$ cat src/rtl/bitmat_pkg.sv
package bitmat_pkg;
  localparam int unsigned MAT_DIM  = 8;
  localparam int unsigned MAT_BITS = MAT_DIM * MAT_DIM;

  typedef enum logic [1:0] {
    OP_FLIP  = 2'd0,
    OP_XPROD = 2'd1,
    OP_OPROD = 2'd2,
    OP_RSVD  = 2'd3
  } bm_op_e;

  // Identity matrix: row r carries only column r.
  function automatic logic [MAT_BITS-1:0] bm_identity();
    logic [MAT_BITS-1:0] v;
    v = '0;
    for (int r = 0; r < MAT_DIM; r++) v[r*MAT_DIM + r] = 1'b1;
    return v;
  endfunction

  // Boolean dot product of one row and one column, parity or OR reduced.
  function automatic logic bm_dot(input logic [MAT_DIM-1:0] row,
                                  input logic [MAT_DIM-1:0] col,
                                  input logic use_or);
    return use_or ? |(row & col) : ^(row & col);
  endfunction
endpackage

$ cat src/rtl/bitmat_transpose.sv
module bitmat_transpose #(
  parameter int unsigned DIM = 8,
  localparam int unsigned NB = DIM * DIM
) (
  input  logic [NB-1:0] src,
  output logic [NB-1:0] dst
);
  for (genvar j = 0; j < DIM; j++) begin : g_row
    for (genvar k = 0; k < DIM; k++) begin : g_col
      assign dst[k*DIM + j] = src[j*DIM + k];
    end
  end
endmodule

$ cat src/rtl/bitmat_product.sv
module bitmat_product
  import bitmat_pkg::*;
#(
  parameter int unsigned DIM    = 8,
  parameter bit          OR_ACC = 1'b0,
  localparam int unsigned NB    = DIM * DIM
) (
  input  logic [NB-1:0] rows_a,
  input  logic [NB-1:0] cols_b,   // B already transposed: byte c = column c
  output logic [NB-1:0] prod
);
  for (genvar r = 0; r < DIM; r++) begin : g_r
    for (genvar c = 0; c < DIM; c++) begin : g_c
      if (OR_ACC) begin : g_or
        assign prod[r*DIM + c] = bm_dot(rows_a[r*DIM +: DIM], cols_b[c*DIM +: DIM], 1'b1);
      end else begin : g_xor
        assign prod[r*DIM + c] = bm_dot(rows_a[r*DIM +: DIM], cols_b[c*DIM +: DIM], 1'b0);
      end
    end
  end
endmodule

$ cat src/rtl/bitmat_unit.sv
module bitmat_unit
  import bitmat_pkg::*;
#(
  parameter int unsigned DIM = 8,
  localparam int unsigned NB = DIM * DIM
) (
  input  logic          clk,
  input  logic          rst_n,
  input  logic          in_valid,
  input  logic [1:0]    op_sel,
  input  logic [NB-1:0] opnd_a,
  input  logic [NB-1:0] opnd_b,
  output logic          out_valid,
  output logic [NB-1:0] result
);
  logic [NB-1:0] a_flip;
  logic [NB-1:0] b_cols;
  logic [NB-1:0] xor_prod;
  logic [NB-1:0] or_prod;
  logic [NB-1:0] next_res;

  bitmat_transpose #(.DIM(DIM)) u_flip_a (.src(opnd_a), .dst(a_flip));
  bitmat_transpose #(.DIM(DIM)) u_flip_b (.src(opnd_b), .dst(b_cols));

  bitmat_product #(.DIM(DIM), .OR_ACC(1'b0)) u_xprod (
    .rows_a(opnd_a), .cols_b(b_cols), .prod(xor_prod));
  bitmat_product #(.DIM(DIM), .OR_ACC(1'b1)) u_oprod (
    .rows_a(opnd_a), .cols_b(b_cols), .prod(or_prod));

  always_comb begin
    unique case (bm_op_e'(op_sel))
      OP_FLIP:  next_res = a_flip;
      OP_XPROD: next_res = xor_prod;
      OP_OPROD: next_res = or_prod;
      default:  next_res = '0;
    endcase
  end

  always_ff @(posedge clk or negedge rst_n) begin
    if (!rst_n) begin
      out_valid <= 1'b0;
      result    <= '0;
    end else begin
      out_valid <= in_valid;
      if (in_valid) result <= next_res;
    end
  end
endmodule

$ cat config.mk
export PLATFORM = sky130hd
export DESIGN_NAME = bitmat_unit
export DESIGN_NICKNAME = d
export VERILOG_FILES = /design/src/rtl/bitmat_pkg.sv /design/src/rtl/bitmat_transpose.sv /design/src/rtl/bitmat_product.sv /design/src/rtl/bitmat_unit.sv
export SDC_FILE = /design/constraint.sdc
export NUM_CORES = 1
export LEC_CHECK = 0
export BUFFER_PORTS_ARGS = -buffer_cell sky130_fd_sc_hd__buf_2
export CORE_ASPECT_RATIO = 1.2
export CORE_MARGIN = 5
export CORE_UTILIZATION = 25
export CTS_BUF_LIST = sky130_fd_sc_hd__clkbuf_8
export DETAILED_ROUTE_END_ITERATION = 6
export HOLD_SLACK_MARGIN = 0.15
export PLACE_DENSITY_LB_ADDON = 0.25
export SLEW_MARGIN = 40
export SYNTH_ARGS = -nofsm -noshare
export SYNTH_HDL_FRONTEND = slang
export SYNTH_SLANG_ARGS = --single-unit
$ cat constraint.sdc
create_clock -name clk -period 1.6 [get_ports clk]
set_clock_uncertainty 0.1 [all_clocks]
set_input_delay 0.24 -clock clk [delete_from_list [all_inputs] [get_ports clk]]
set_output_delay 0.24 -clock clk [all_outputs]
set_load 0.05 [all_outputs]
Word-level counts from Yosys, hierarchy flattened
Cells that the tools add are included.
Operators by class
  equal/unequal tests: 2
  multiplexer cells: 1
  bitwise operators: 64
  reductions and logical operators: 129
Operators with widths (number)
  $and 8x8->8: 64
  $reduce_or 8->1: 64
  $reduce_xor 8->1: 64
  $pmux 64 s3: 1
  $eq 2x1->1 const B: 1
  $eq 2x2->1 const B: 1
  $logic_not 2->1: 1
Word-level totals
  bits in registers: 65
  bits of input ports: 133

Logic depth before layout (Yosys ltp)
Gate-level depths: netlist of the first run.
  word-level depth: 3
  depth in mapped cells: 7

Modules after synthesis
Synthesis of the first run repeated with hierarchy kept, for this count alone.
Second synthesis, totals
  cell total of the unflattened synthesis: 2028
  area, all modules: 15431.0 µm²
By module, submodules not included
  bitmat_product (u_xprod): times used 1, cells an instance 1088, area each 6784.0 µm²
  bitmat_unit: times used 1, cells an instance 364, area each 4294.1 µm²
  bitmat_product (u_oprod): times used 1, cells an instance 448, area each 3392.0 µm²
  bitmat_transpose: times used 2, cells an instance 64, area each 480.5 µm²

Worst setup path before layout of the first run
No wires, ideal clock.
  kind: input -> register
  from: input port opnd_a[33]
  to: register result[37]
  setup time: 0.141 ns
  arrival time: 1.346 ns
  data required time: 1.359 ns
  path slack: 0.013 ns
  stages: 7
  cells stage by stage: clkbuf_1 -> nand2_1 -> ha_1 -> xor2_1 -> xnor2_1 -> a21oi_1 -> a31oi_1
Between the ends
  longest elaborated chain between the ends: 3
  elaborated cells between the ends (all ways): 4
Ends and longest elaborated chain
  from (decl): RTL line bitmat_unit.sv:11  | input logic [NB-1:0] opnd_a,
  $and 8x8->8 (*): RTL line bitmat_pkg.sv:24  | return use_or ? |(row & col) : ^(row & col);
  $reduce_or 8->1 or $reduce_xor 8->1 (tied branches)
  $pmux 64 s3 (*): RTL line bitmat_unit.sv:31  | unique case (bm_op_e'(op_sel))
  to (signal assigned): RTL line bitmat_unit.sv:45  | if (in_valid) result <= next_res;
  to (decl): RTL line bitmat_unit.sv:14  | output logic [NB-1:0] result
Every way passes the cells marked *; elsewhere a longest branch is shown, timed or not.
A chain may end at the register's enable or synchronous reset.

Worst setup path after layout of the first run
  from: input port opnd_b[50]
  to: register result[58]
Between the ends
  longest elaborated chain between the ends: 3
  elaborated cells between the ends (all ways): 4
Ends and longest elaborated chain
  from (decl): RTL line bitmat_unit.sv:12  | input logic [NB-1:0] opnd_b,
  $and 8x8->8 (*): RTL line bitmat_pkg.sv:24
  $reduce_or 8->1 or $reduce_xor 8->1 (tied branches)
  $pmux 64 s3 (*): RTL line bitmat_unit.sv:31
Marked as above.

==> qor.yml, run 1 <==
run_status:
  outcome: "finished clean"
floorplan:
  initial_core_util_pct: 25.15
  fp.dieArea_mm2: 0.04829
  num_rows: 84
  core_area_mm2: 0.04372
  dieWidth_um: 201.4
  fp.dieH_um: 239.7
  ios: 198
drt:
  final_antenna_net_count: 0
  dr_total_vias: 12790
  avgViaCountPerCell: 5.357
  dr.pass1.iters: 6
  drtIter0Drc: 1389
  wl_met2_um: 26800
  wl_met3_um: 5756
  drc_errors: 0
  drt-total-wl_um: 62430
  routedLengthMet1_um: 26290
  wl_per_cell_um: 26.15
  highest_layer: "met4"
min_path:
  worstHoldStart: "opnd_a[35]"
  min_to: "result[28]$_DFFE_PN0P_"
  hold_path_class: "in -> reg"
  whs_path_depth: 4
synthesis:
  syn_inst: 1517
  syn_area_mm2: 0.01099
  syn_area_per_cell_um2: 7.247
  ys_warn_count: 0
  yosysSeqAreaShare_pct: 14.79
  yosys_register_bits: 65
  syn_nets: 1906
  ys_types: 19
power_and_ir_drop:
  p_leak_nw: 7.224
  vdd_ir_drop_max_mv: 0.3862
  totalPowerFinal_w: 0.009947
  powerDensity_mw_per_mm2: 646.9
sta:
  final_hold_viol_count: 0
  maxSlewHeadroom_pct: 68.46
  final_max_slew_viol_count: 0
  finalSetupViolCount: 0
  finalCritPeriodShare_pct: 96.72
  fin_setup_tns_ns: 0
  rsz0062_at_grt: "no"
  setup_ws_ns: 0.05244
  period_needed_ns: 1.548
  tightest_slew_ns: 0.4731
  clock.fmax_mhz: 646.2
global_routing:
  grt_usage_pct: 25.32
  grt_pass1_wl_um: 88950
  grt_remaining_overflow: 0
  grt_pass1_vias: 12980
  antenna_found_initial: 1
  grt_max_degree: 71
finish:
  seqCellArea_mm2: 0.001627
  syn2layout_area_growth_pct: 39.87
  drive_above_1_share_pct: 24.59
  multi_input_area_mm2: 0.008692
  fill_cells: 4640
  fin_nets: 2211
worst_setup_path:
  timing.rr.start: "result[40]$_DFFE_PN0P_"
  crit_fanout: 8
  critPathArrivalTime_ns: 1.76
  required_ns: 1.81
  path_class: "in -> reg"
  cp-start-kind: "input pin"
  r2r-end: "result[40]$_DFFE_PN0P_"
  r2r_cells: 2
  rrSetupSlack_ns: 0.67
  crit_path_end_kind: "flop"
job:
  cap_violations: 0
clock_network:
  cts_sinks: 65
  cts_buffers: 9
  htreeDepth: 3
  clk_pin_slew_ns: 0.09
  insertion_delay_ns: 0.43
  clock_path_buffers: 2
  cts_tree: "done"
  clockRootBuffer: "clkbuf_8"
place:
  place_hpwl_um: 47480
  place_congestion: 0.9595
  portBuffers: 197
  dp_slack_ns: -0.3366
## Yosys cell counts (all sizes together)
library cell  count  share of area [%]
o21ai            64                2.9
a21oi            64                2.9
nor2b             1              0.057
nand2b            1              0.057
dfrtp            65                 15
nor2              1              0.057
a31oi            64                3.6
xnor2           128                 10
ha              256                 29
nand3             1              0.091
clkbuf          100                3.4
xor2             64                5.1
a41oi            64                5.1
nand2           576                 20
buf              68                2.9
## state kept, by name (all words and copies together), names as in the netlist
register,count
out_valid,1
result,64
## cell usage in the layout, fill, tap and decap left out
cell	Yosys	routed
o21ai_1	11	11
buf_12	0	88
a41oi_1	64	64
a31oi_1	64	64
ha_1	256	256
clkbuf_8	0	11
nor2_4	0	1
buf_2	9	195
a21oi_1	64	64
xor2_1	64	64
dfrtp_1	65	65
nand2_1	576	576
nor2b_4	0	1
buf_4	1	148
xnor2_1	128	128
diode_2	0	2
nand3_2	1	1
nand2b_2	0	1
o21ai_0	53	53
bufinv_16	0	1
clkinv_2	0	2
dlygate4sd3_1	0	31
inv_1	0	1
## power by group
group | internal (W) | leakage (nW) | switching (W) | total, W
combinational | 0.00252 | 6.34 | 0.00372 | 0.00624
sequential | 0.00189 | 0.776 | 0.000157 | 0.00205
clock | 0.000786 | 0.106 | 0.000875 | 0.00166
## worst max-delay path, stage by stage
cell,delay [ns]
buf_2,0.35
nand2_1,0.11
ha_1,0.30
xnor2_1,0.20
xnor2_1,0.09
a21oi_1,0.24
buf_4,0.16
a31oi_1,0.07
## cell type report
cell class / count / share of cell area [%]
clock inverter: 4 / 0.2848
antenna: 2 / 0.03255
clock buffer: 11 / 0.9845
timing repair buffer: 462 / 27.05
tap: 559 / 4.548
sequential: 65 / 10.58
multi-input combinational: 1284 / 56.53
## per-stage QoR
stage | hold WS, ns | utilization, % | std cells | cell area (um2)
after floorplan | -0.1556 | - | 1517 | 10990
final | 0.1923 | 35.17 | 2387 | 15380
after global routing | 0.1978 | 35.16 | 2385 | 15370
after detailed placement | 0.2206 | 34.00 | 2339 | 14870
after CTS | 0.1657 | 35.16 | 2385 | 15370
after global placement | 0.2110 | 34.00 | 2339 | 14870
## per-layer routing
layer / vias to the layer above / global-route usage [%]
li1: 5728 / -
met1: 6105 / 33.30
met2: 751 / 39.75
met3: 204 / 5.254
met4: 0 / 12.04
met5: - / 0
## worst max-delay path by stage
stage / depth (start not counted) / end / from / slack (ns)
global route: 8 / result[58]$_DFFE_PN0P_ / opnd_b[50] / 0.02
global placement: 8 / result[58]$_DFFE_PN0P_ / opnd_a[57] / -0.31
floorplan: 7 / result[37]$_DFFE_PN0P_ / opnd_a[33] / 0.01
CTS: 1 / result[40] / result[40]$_DFFE_PN0P_ / 0.03
finish: 8 / result[58]$_DFFE_PN0P_ / opnd_b[50] / 0.05
detailed placement: 8 / result[58]$_DFFE_PN0P_ / opnd_b[50] / -0.34
## what timing repair did
item,4_1_cts,5_1_grt
setup buffers,0,0
hold buffers,31,0
gates resized for setup,0,0
endpoints found under the hold margin,95,0
## cell families (layout without fill, tap and decap cells)
logic type | Yosys count | in the layout | share of synthesized area, %
compound gates | 256 | 256 | 14.57
simple gates | 580 | 580 | 19.93
fa+ha+maj | 256 | 256 | 29.13
flops | 65 | 65 | 14.79
other cells | 0 | 2 | 0
xor+xnor | 192 | 192 | 15.30
buf+inv | 168 | 477 | 6.282
Note: power is estimated with default switching activity, not from simulation.
==> inputs of run 2 (changes only) <==
--- a/config.mk
+++ b/config.mk
@@ -5,6 +5,7 @@
 export SDC_FILE = /design/constraint.sdc
 export NUM_CORES = 1
 export LEC_CHECK = 0
+export ABC_AREA = 1
 export BUFFER_PORTS_ARGS = -buffer_cell sky130_fd_sc_hd__buf_2
 export CORE_ASPECT_RATIO = 1.2
 export CORE_MARGIN = 5
==> constraint.sdc (replaced) <==
create_clock -name clk -period 1.7 [get_ports clk]
set_clock_uncertainty 0.1 [all_clocks]
set_input_delay 0.255 -clock clk [delete_from_list [all_inputs] [get_ports clk]]
set_output_delay 0.255 -clock clk [all_outputs]
set_load 0.05 [all_outputs]
==> qor.yml, run 2 <==
global_routing:
  grt_pass1_wl_um: 112400  # was 88950 um
  grt_usage_pct: 22.91  # was 25.32%
  grt_remaining_overflow: 0  # unchanged
  antenna_found_initial: 3  # was 1
  grt_max_degree: 65  # was 71
  grt_pass1_vias: 17370  # was 12.98k
drt:
  drc_errors: 0  # unchanged
  dr_total_vias: 18180  # was 12.79k
  wl_per_cell_um: 19.47  # was 26.15 um
  final_antenna_net_count: 0  # unchanged
  avgViaCountPerCell: 4.538  # was 5.357
  dr.pass1.iters: 6  # unchanged
  drt-total-wl_um: 77990  # was 62430 um
  drtIter0Drc: 1422  # was 1389
worst_setup_path:
  critical_path.top_delay_family: "flip-flops"  # was buffers and inverters
  required_ns: 1.34  # was 1.81 ns
  path_cells: "buf_2"  # was buf_2 -> nand2_1 -> ha_1 -> xnor2_1 -> xnor2_1 -> a21oi_1 -> buf_4 -> a31oi_1
  crit_path_end_kind: "output pin"  # was flop
  crit_fanout: 2  # was 8
  slowest_stage: "dfrtp_1"  # was buf_2
  r2r-end: "result[35]$_DFFE_PN0P_"  # was result[40]$_DFFE_PN0P_
  rrSetupSlack_ns: 0.85  # was 0.67 ns
  path_class: "reg -> out"  # was in -> reg
  r2r_cells: 2  # unchanged
  critPathArrivalTime_ns: 1.27  # was 1.76 ns
  crit_buf_inv: 1  # was 2
  timing.rr.start: "result[35]$_DFFE_PN0P_"  # was result[40]$_DFFE_PN0P_
  cp-start-kind: "flop"  # was input pin
  max_stage_delay_ns: 0.47  # was 0.35 ns
place:
  dp_slack_ns: -0.1087  # was -0.3366 ns
  place_congestion: 0.9227  # was 0.9595
  portBuffers: 197  # unchanged
  dp_cells: 3986  # was 2339
  place_hpwl_um: 59730  # was 47480 um
floorplan:
  initial_core_util_pct: 25.29  # was 25.15%
  num_rows: 99  # was 84
  dieWidth_um: 236.7  # was 201.4 um
  fp.dieArea_mm2: 0.06673  # was 0.04829 mm2
  core_area_mm2: 0.06094  # was 0.04372 mm2
  fp.dieH_um: 282.0  # was 239.7 um
  ios: 198  # unchanged
synthesis:
  syn_area_per_cell_um2: 5.281  # was 7.247 um2
  async_reset_ff_share_pct: 100.0  # unchanged
  synth_top_cell_area_share_pct: 43.65  # was 29.13%
  yosysTopAreaCell: "nand2_1"  # was ha_1
  yosysSeqAreaShare_pct: 10.55  # was 14.79%
  synthTopCellsByCount: "1792 x nand2_1, 321 x inv_1, 256 x ha_1, 196 x nor2_1, 88 x clkbuf_1"  # was 576 x nand2_1, 256 x ha_1, 128 x xnor2_1, 100 x clkbuf_1, 65 x dfrtp_1
  syn_inst: 2918  # was 1517
  synth-main-ff-cell: "dfrtp_1"  # unchanged
  syn_nets: 3307  # was 1906
  synth.most_common_cell: "nand2_1"  # unchanged
  yosys_register_bits: 65  # unchanged
  syn_area_mm2: 0.01541  # was 0.01099 mm2
  ys_types: 22  # was 19
  ys_warn_count: 0  # unchanged
  yosys-top-cells-area: "nand2_1 44%, ha_1 21%, dfrtp_1 11%"  # was ha_1 29%, nand2_1 20%, dfrtp_1 15%
  synth_edf_count: 0  # unchanged
clock_network:
  cts_buffers: 9  # unchanged
  clk_pin_slew_ns: 0.11  # was 0.09 ns
  post_cts_buffers: 0  # unchanged
  clockRootBuffer: "clkbuf_8"  # unchanged
  cts_tree: "done"  # unchanged
  cts_sinks: 65  # unchanged
  insertion_delay_ns: 0.45  # was 0.43 ns
  clock_path_buffers: 2  # unchanged
  htreeDepth: 3  # unchanged
sta:
  period_needed_ns: 1.628
  finalCritPeriodShare_pct: 95.75
  maxSlewHeadroom_pct: 71.19  # was 68.46%
  tightest_slew_ns: 0.4322  # was 0.4731 ns
  setup_ws_ns: 0.07220  # was 0.05244 ns
  final_hold_viol_count: 0  # unchanged
  clock.fmax_mhz: 614.3
  finalSetupViolCount: 0  # unchanged
  final_max_slew_viol_count: 0  # unchanged
  holdWs_ns: 0.2579  # was 0.1923 ns
  rsz0062_at_grt: "no"  # unchanged
finish:
  largest_register_ffs: 64  # unchanged
  final_common_cell: "nand2_1"  # unchanged
  final_cells: 4006  # was 2387
  fill_cells: 6935  # was 4640
  syn2layout_area_growth_pct: 28.94  # was 39.87%
  mostFrequentLayoutCells: "1792 x nand2_1, 322 x inv_1, 256 x ha_1"  # was 576 x nand2_1, 256 x ha_1, 195 x buf_2
  drive_above_1_share_pct: 16.02  # was 24.59%
  top_register: "result"  # unchanged
  biggestRegsByFlops: "result: 64 flops, out_valid: 1 flops"  # unchanged
  fin_nets: 3581  # was 2211
power_and_ir_drop:
  p_leak_nw: 11.87  # was 7.224 nW
  vdd_ir_drop_max_mv: 0.4430  # was 0.3862 mV
  p_sw_share_pct: 50.65  # was 47.77%
  comb_power_share_pct: 63.3  # was 62.7%
  sequentialPowerShare_pct: 17.8  # was 20.6%
  clkPwrFrac_pct: 18.9  # was 16.7%
  internal_power_w: 0.005366  # was 0.005195 W
  power_switching_w: 0.005509  # was 0.004752 W
  powerDensity_mw_per_mm2: 547.3  # was 646.9 mW/mm2
min_path:
  whs_path_depth: 7  # was 4
  min_to: "result[36]$_DFFE_PN0P_"  # was result[28]$_DFFE_PN0P_
  worstHoldStart: "opnd_a[36]"  # was opnd_a[35]
  hold_path_class: "in -> reg"  # unchanged
job:
  cap_violations: 0  # unchanged
run_status:
  outcome: "finished clean"  # unchanged
==> run 2: cell type report <==
type / count / area, um2 / share of cell area [%]
Tap cell: 808 / 1011 / 5.088
Clock buffer: 9 / 123.9 / 0.6233
Timing Repair Buffer: 423 / 4312 / 21.70
Sequential cell: 65 / 1628 / 8.192
Antenna cell: 1 / 2.502 / 0.01259
Multi-Input combinational cell: 2371 / 11450 / 57.63
Inverter: 322 / 1209 / 6.082
Clock inverter: 7 / 133.9 / 0.6737
==> run 2: metal layers <==
layer / global-route usage, % / wire length (um)
met3: 2.162 / 3879
met4: 12.58 / 4966
met5: 0 / 34
met1: 26.74 / 30890
met2: 41.33 / 38220
==> run 2: how the worst max path moves through the flow <==
stage | startpoint | to | slack (ns) | cells after the start
2_1_floorplan | opnd_a[55] | result[55]$_DFFE_PN0P_ | 0.20 | 11
3_3_place_gp | opnd_b[24] | result[56]$_DFFE_PN0P_ | -0.1 | 11
3_5_place_dp | opnd_b[24] | result[56]$_DFFE_PN0P_ | -0.11 | 11
4_1_cts | result[39]$_DFFE_PN0P_ | result[39] | 0.004 | 1
5_1_grt | result[39]$_DFFE_PN0P_ | result[39] | 0.03 | 1
6_report | result[41]$_DFFE_PN0P_ | result[41] | 0.07 | 1
==> run 2: kinds of logic after synthesis <==
kind of cell	Yosys count	synth area share, %
adders and majority gates	256	20.78
buffers and inverters	482	15.15
DFF	65	10.55
and+or+nand+nor	2115	53.51
==> run 2: power groups by stage <==
stage | combinational (W) | sequential [W] | clock [W]
CTS | 0.00689 | 0.00195 | 0.00213
detailed placement | 0.00686 | 0.00197 | 0
finish | 0.00688 | 0.00193 | 0.00206
floorplan | 0.00359 | 0.00266 | 0
global placement | 0.00683 | 0.00198 | 0
global route | 0.00763 | 0.00196 | 0.00214
==> run 2: per-stage QoR <==
step	setup TNS, ns	total power [W]	area (um2)	util (%)
global placement	-1.387	0.008806	19580	32.12
floorplan	0	0.006244	15410	-
detailed placement	-1.796	0.008829	19580	32.12
global route	0	0.01173	19870	32.61
finish	0	0.01088	19870	32.61
CTS	0	0.01096	19870	32.60
==> run 2: what timing repair did <==
action                     4_1_cts  5_1_grt
gates resized for setup          3        0
hold buffers                     3        0
setup endpoints to repair        3        0
hold endpoints to repair        66        0
==> inputs of run 3 (changes only) <==
--- a/config.mk
+++ b/config.mk
@@ -9,7 +9,7 @@
 export BUFFER_PORTS_ARGS = -buffer_cell sky130_fd_sc_hd__buf_2
 export CORE_ASPECT_RATIO = 1.2
 export CORE_MARGIN = 5
-export CORE_UTILIZATION = 25
+export CORE_UTILIZATION = 30
 export CTS_BUF_LIST = sky130_fd_sc_hd__clkbuf_8
 export DETAILED_ROUTE_END_ITERATION = 6
 export HOLD_SLACK_MARGIN = 0.15
==> qor.yml, run 3 (same netlist as run 2, synthesis figures left out) <==
run_status:
  outcome: "finished clean"  # unchanged
drt:
  final_antenna_net_count: 0  # unchanged
  avgViaCountPerCell: 4.758  # was 4.538
  dr.pass1.iters: 6  # unchanged
  wl_per_cell_um: 19.15  # was 19.47 um
  drt-total-wl_um: 72650  # was 77990 um
  drtIter0Drc: 1428  # was 1422
  drc_errors: 0  # unchanged
  dr_total_vias: 18050  # was 18.18k
job:
  cap_violations: 0  # unchanged
place:
  dp_slack_ns: -0.05381  # was -0.1087 ns
  place_hpwl_um: 54050  # was 59730 um
  portBuffers: 197  # unchanged
  place_area_mm2: 0.01872  # was 0.01958 mm2
  place_congestion: 0.9286  # was 0.9227
clock_network:
  cts_buffers: 9  # unchanged
  clock_path_buffers: 2  # unchanged
  clockRootBuffer: "clkbuf_8"  # unchanged
  cts_tree: "done"  # unchanged
  clk_pin_slew_ns: 0.11  # about the same
  cts_sinks: 65  # unchanged
  htreeDepth: 3  # unchanged
  insertion_delay_ns: 0.45  # about the same
finish:
  biggestRegsByFlops: "result: 64 flops, out_valid: 1 flops"  # unchanged
  mostFrequentLayoutCells: "1792 x nand2_1, 321 x inv_1, 256 x ha_1"  # was 1792 x nand2_1, 322 x inv_1, 256 x ha_1
  largest_register_ffs: 64  # unchanged
  syn2layout_area_growth_pct: 22.97  # was 28.94%
  fin_nets: 3525  # was 3581
  fill_cells: 5725  # was 6935
  top_register: "result"  # unchanged
  final_common_cell: "nand2_1"  # unchanged
  final_util_pct: 37.07  # was 32.61%
  drive_above_1_share_pct: 14.55  # was 16.02%
  postLayoutCellArea_mm2: 0.01895  # was 0.01987 mm2
floorplan:
  core_area_mm2: 0.05112  # was 0.06094 mm2
  initial_core_util_pct: 30.15  # was 25.29%
  fp.dieH_um: 258.3  # was 282.0 um
  dieWidth_um: 216.9  # was 236.7 um
  ios: 198  # unchanged
  fp.dieArea_mm2: 0.05602  # was 0.06673 mm2
  num_rows: 91  # was 99
global_routing:
  grt_max_degree: 66  # was 65
  grt_remaining_overflow: 0  # unchanged
  grt_pass1_vias: 17070  # was 17.37k
  antenna_found_initial: 2  # was 3
  grt_pass1_wl_um: 105700  # was 112400 um
  grt_usage_pct: 25.48  # was 22.91%
sta:
  final_hold_viol_count: 0  # unchanged
  rsz0062_at_grt: "no"  # unchanged
  period_needed_ns: 1.605  # was 1.628 ns
  finalSetupViolCount: 0  # unchanged
  tightest_slew_ns: 0.5041  # was 0.4322 ns
  finalCritPeriodShare_pct: 94.43  # was 95.75%
  setup_ws_ns: 0.09476  # was 0.07220 ns
  final_max_slew_viol_count: 0  # unchanged
  clock.fmax_mhz: 623.0  # was 614.3 MHz
  fin_setup_tns_ns: 0  # unchanged
  holdWs_ns: 0.2656  # was 0.2579 ns
  maxSlewHeadroom_pct: 66.40  # was 71.19%
power_and_ir_drop:
  vdd_ir_drop_max_mv: 0.2995  # was 0.4430 mV
  p_leak_nw: 11.47  # was 11.87 nW
  powerDensity_mw_per_mm2: 539.7  # was 547.3 mW/mm2
worst_setup_path:
  r2r_cells: 2  # unchanged
  slowest_stage: "dfrtp_1"  # unchanged
  crit_buf_inv: 1  # unchanged
  rrSetupSlack_ns: 0.85  # about the same
  timing.rr.start: "result[62]$_DFFE_PN0P_"  # was result[35]$_DFFE_PN0P_
  crit_fanout: 2  # unchanged
  max_stage_delay_ns: 0.47  # about the same
  cp-start-kind: "flop"  # unchanged
  path_cells: "buf_2"  # unchanged
  critPathArrivalTime_ns: 1.25  # was 1.27 ns
  r2r-end: "result[62]$_DFFE_PN0P_"  # was result[35]$_DFFE_PN0P_
  critical_path.top_delay_family: "flip-flops"  # unchanged
  crit_path_end_kind: "output pin"  # unchanged
  path_class: "reg -> out"  # unchanged
  required_ns: 1.34  # about the same
min_path:
  hold_path_class: "in -> async"  # was in -> reg
## run 3: changes by cell type in the layout (fill, tap and decap cells not counted), sizes merged
cell	change
diode	+1
clkinvlp	+2
bufinv	-3
dlygate4sd3	-1
clkbuf	+1
inv	-1
buf	-55
clkinv	+1
## run 3: where the power goes
group / internal (W) / total [W] / switching [W] / leakage, nW
Clock: 0.000719 / 0.00168 / 0.000961 / 0.0985
Sequential: 0.00176 / 0.00192 / 0.000162 / 0.806
Combinational: 0.00235 / 0.00663 / 0.00428 / 10.6
## run 3: how the worst max path moves through the flow
stage / from / endpoint / slack (ns) / cells after the start
6_report: result[41]$_DFFE_PN0P_ / result[41] / 0.09 / 1
5_1_grt: result[41]$_DFFE_PN0P_ / result[41] / 0.07 / 1
4_1_cts: result[41]$_DFFE_PN0P_ / result[41] / 0.03 / 1
3_5_place_dp: opnd_b[12] / result[44]$_DFFE_PN0P_ / -0.05 / 12
3_3_place_gp: opnd_b[12] / result[44]$_DFFE_PN0P_ / -0.04 / 12
2_1_floorplan: opnd_a[55] / result[55]$_DFFE_PN0P_ / 0.20 / 11
## run 3: cell type report
| cell class | count | area [um2] | area share [%] |
|---|---|---|---|
| Sequential cell | 65 | 1627 | 8.583 |
| Clock inverter | 6 | 67.56 | 0.3565 |
| Timing Repair Buffer | 367 | 3638 | 19.20 |
| Inverter | 322 | 1209 | 6.378 |
| Multi-Input combinational cell | 2371 | 11450 | 60.43 |
| Tap cell | 651 | 814.5 | 4.298 |
| Antenna cell | 2 | 5.005 | 0.02641 |
| Clock buffer | 10 | 137.6 | 0.7263 |
## run 3: metal layers
| metal | track usage, % | up-vias | wire length, um |
|---|---|---|---|
| met5 | 0 | - | 0 |
| met4 | 14.96 | 0 | 4977 |
| met3 | 2.395 | 224 | 4366 |
| met2 | 44.35 | 663 | 34500 |
| met1 | 30.54 | 8111 | 28810 |
| li1 | - | 9052 | - |
## run 3: worst register-to-register path, cell delays in order, from the launching register on
cell	delay (ns)
dfrtp_1	0.49
nand2_1	0.11
nand2_1	0.05
## run 3: stage by stage
step	std cells	power (W)
3_5_place_dp	3774	0.008530
5_1_grt	3793	0.01107
2_1_floorplan	2918	0.006244
3_3_place_gp	3774	0.008506
4_1_cts	3792	0.01026
6_report	3794	0.01023
## run 3: what timing repair did
item / 4_1_cts / 5_1_grt
endpoints found under the setup margin: 2 / 0
gates resized for setup: 2 / 0
buffers inserted: 0 / 0
endpoints found under the hold margin: 66 / 0
hold buffers: 2 / 0
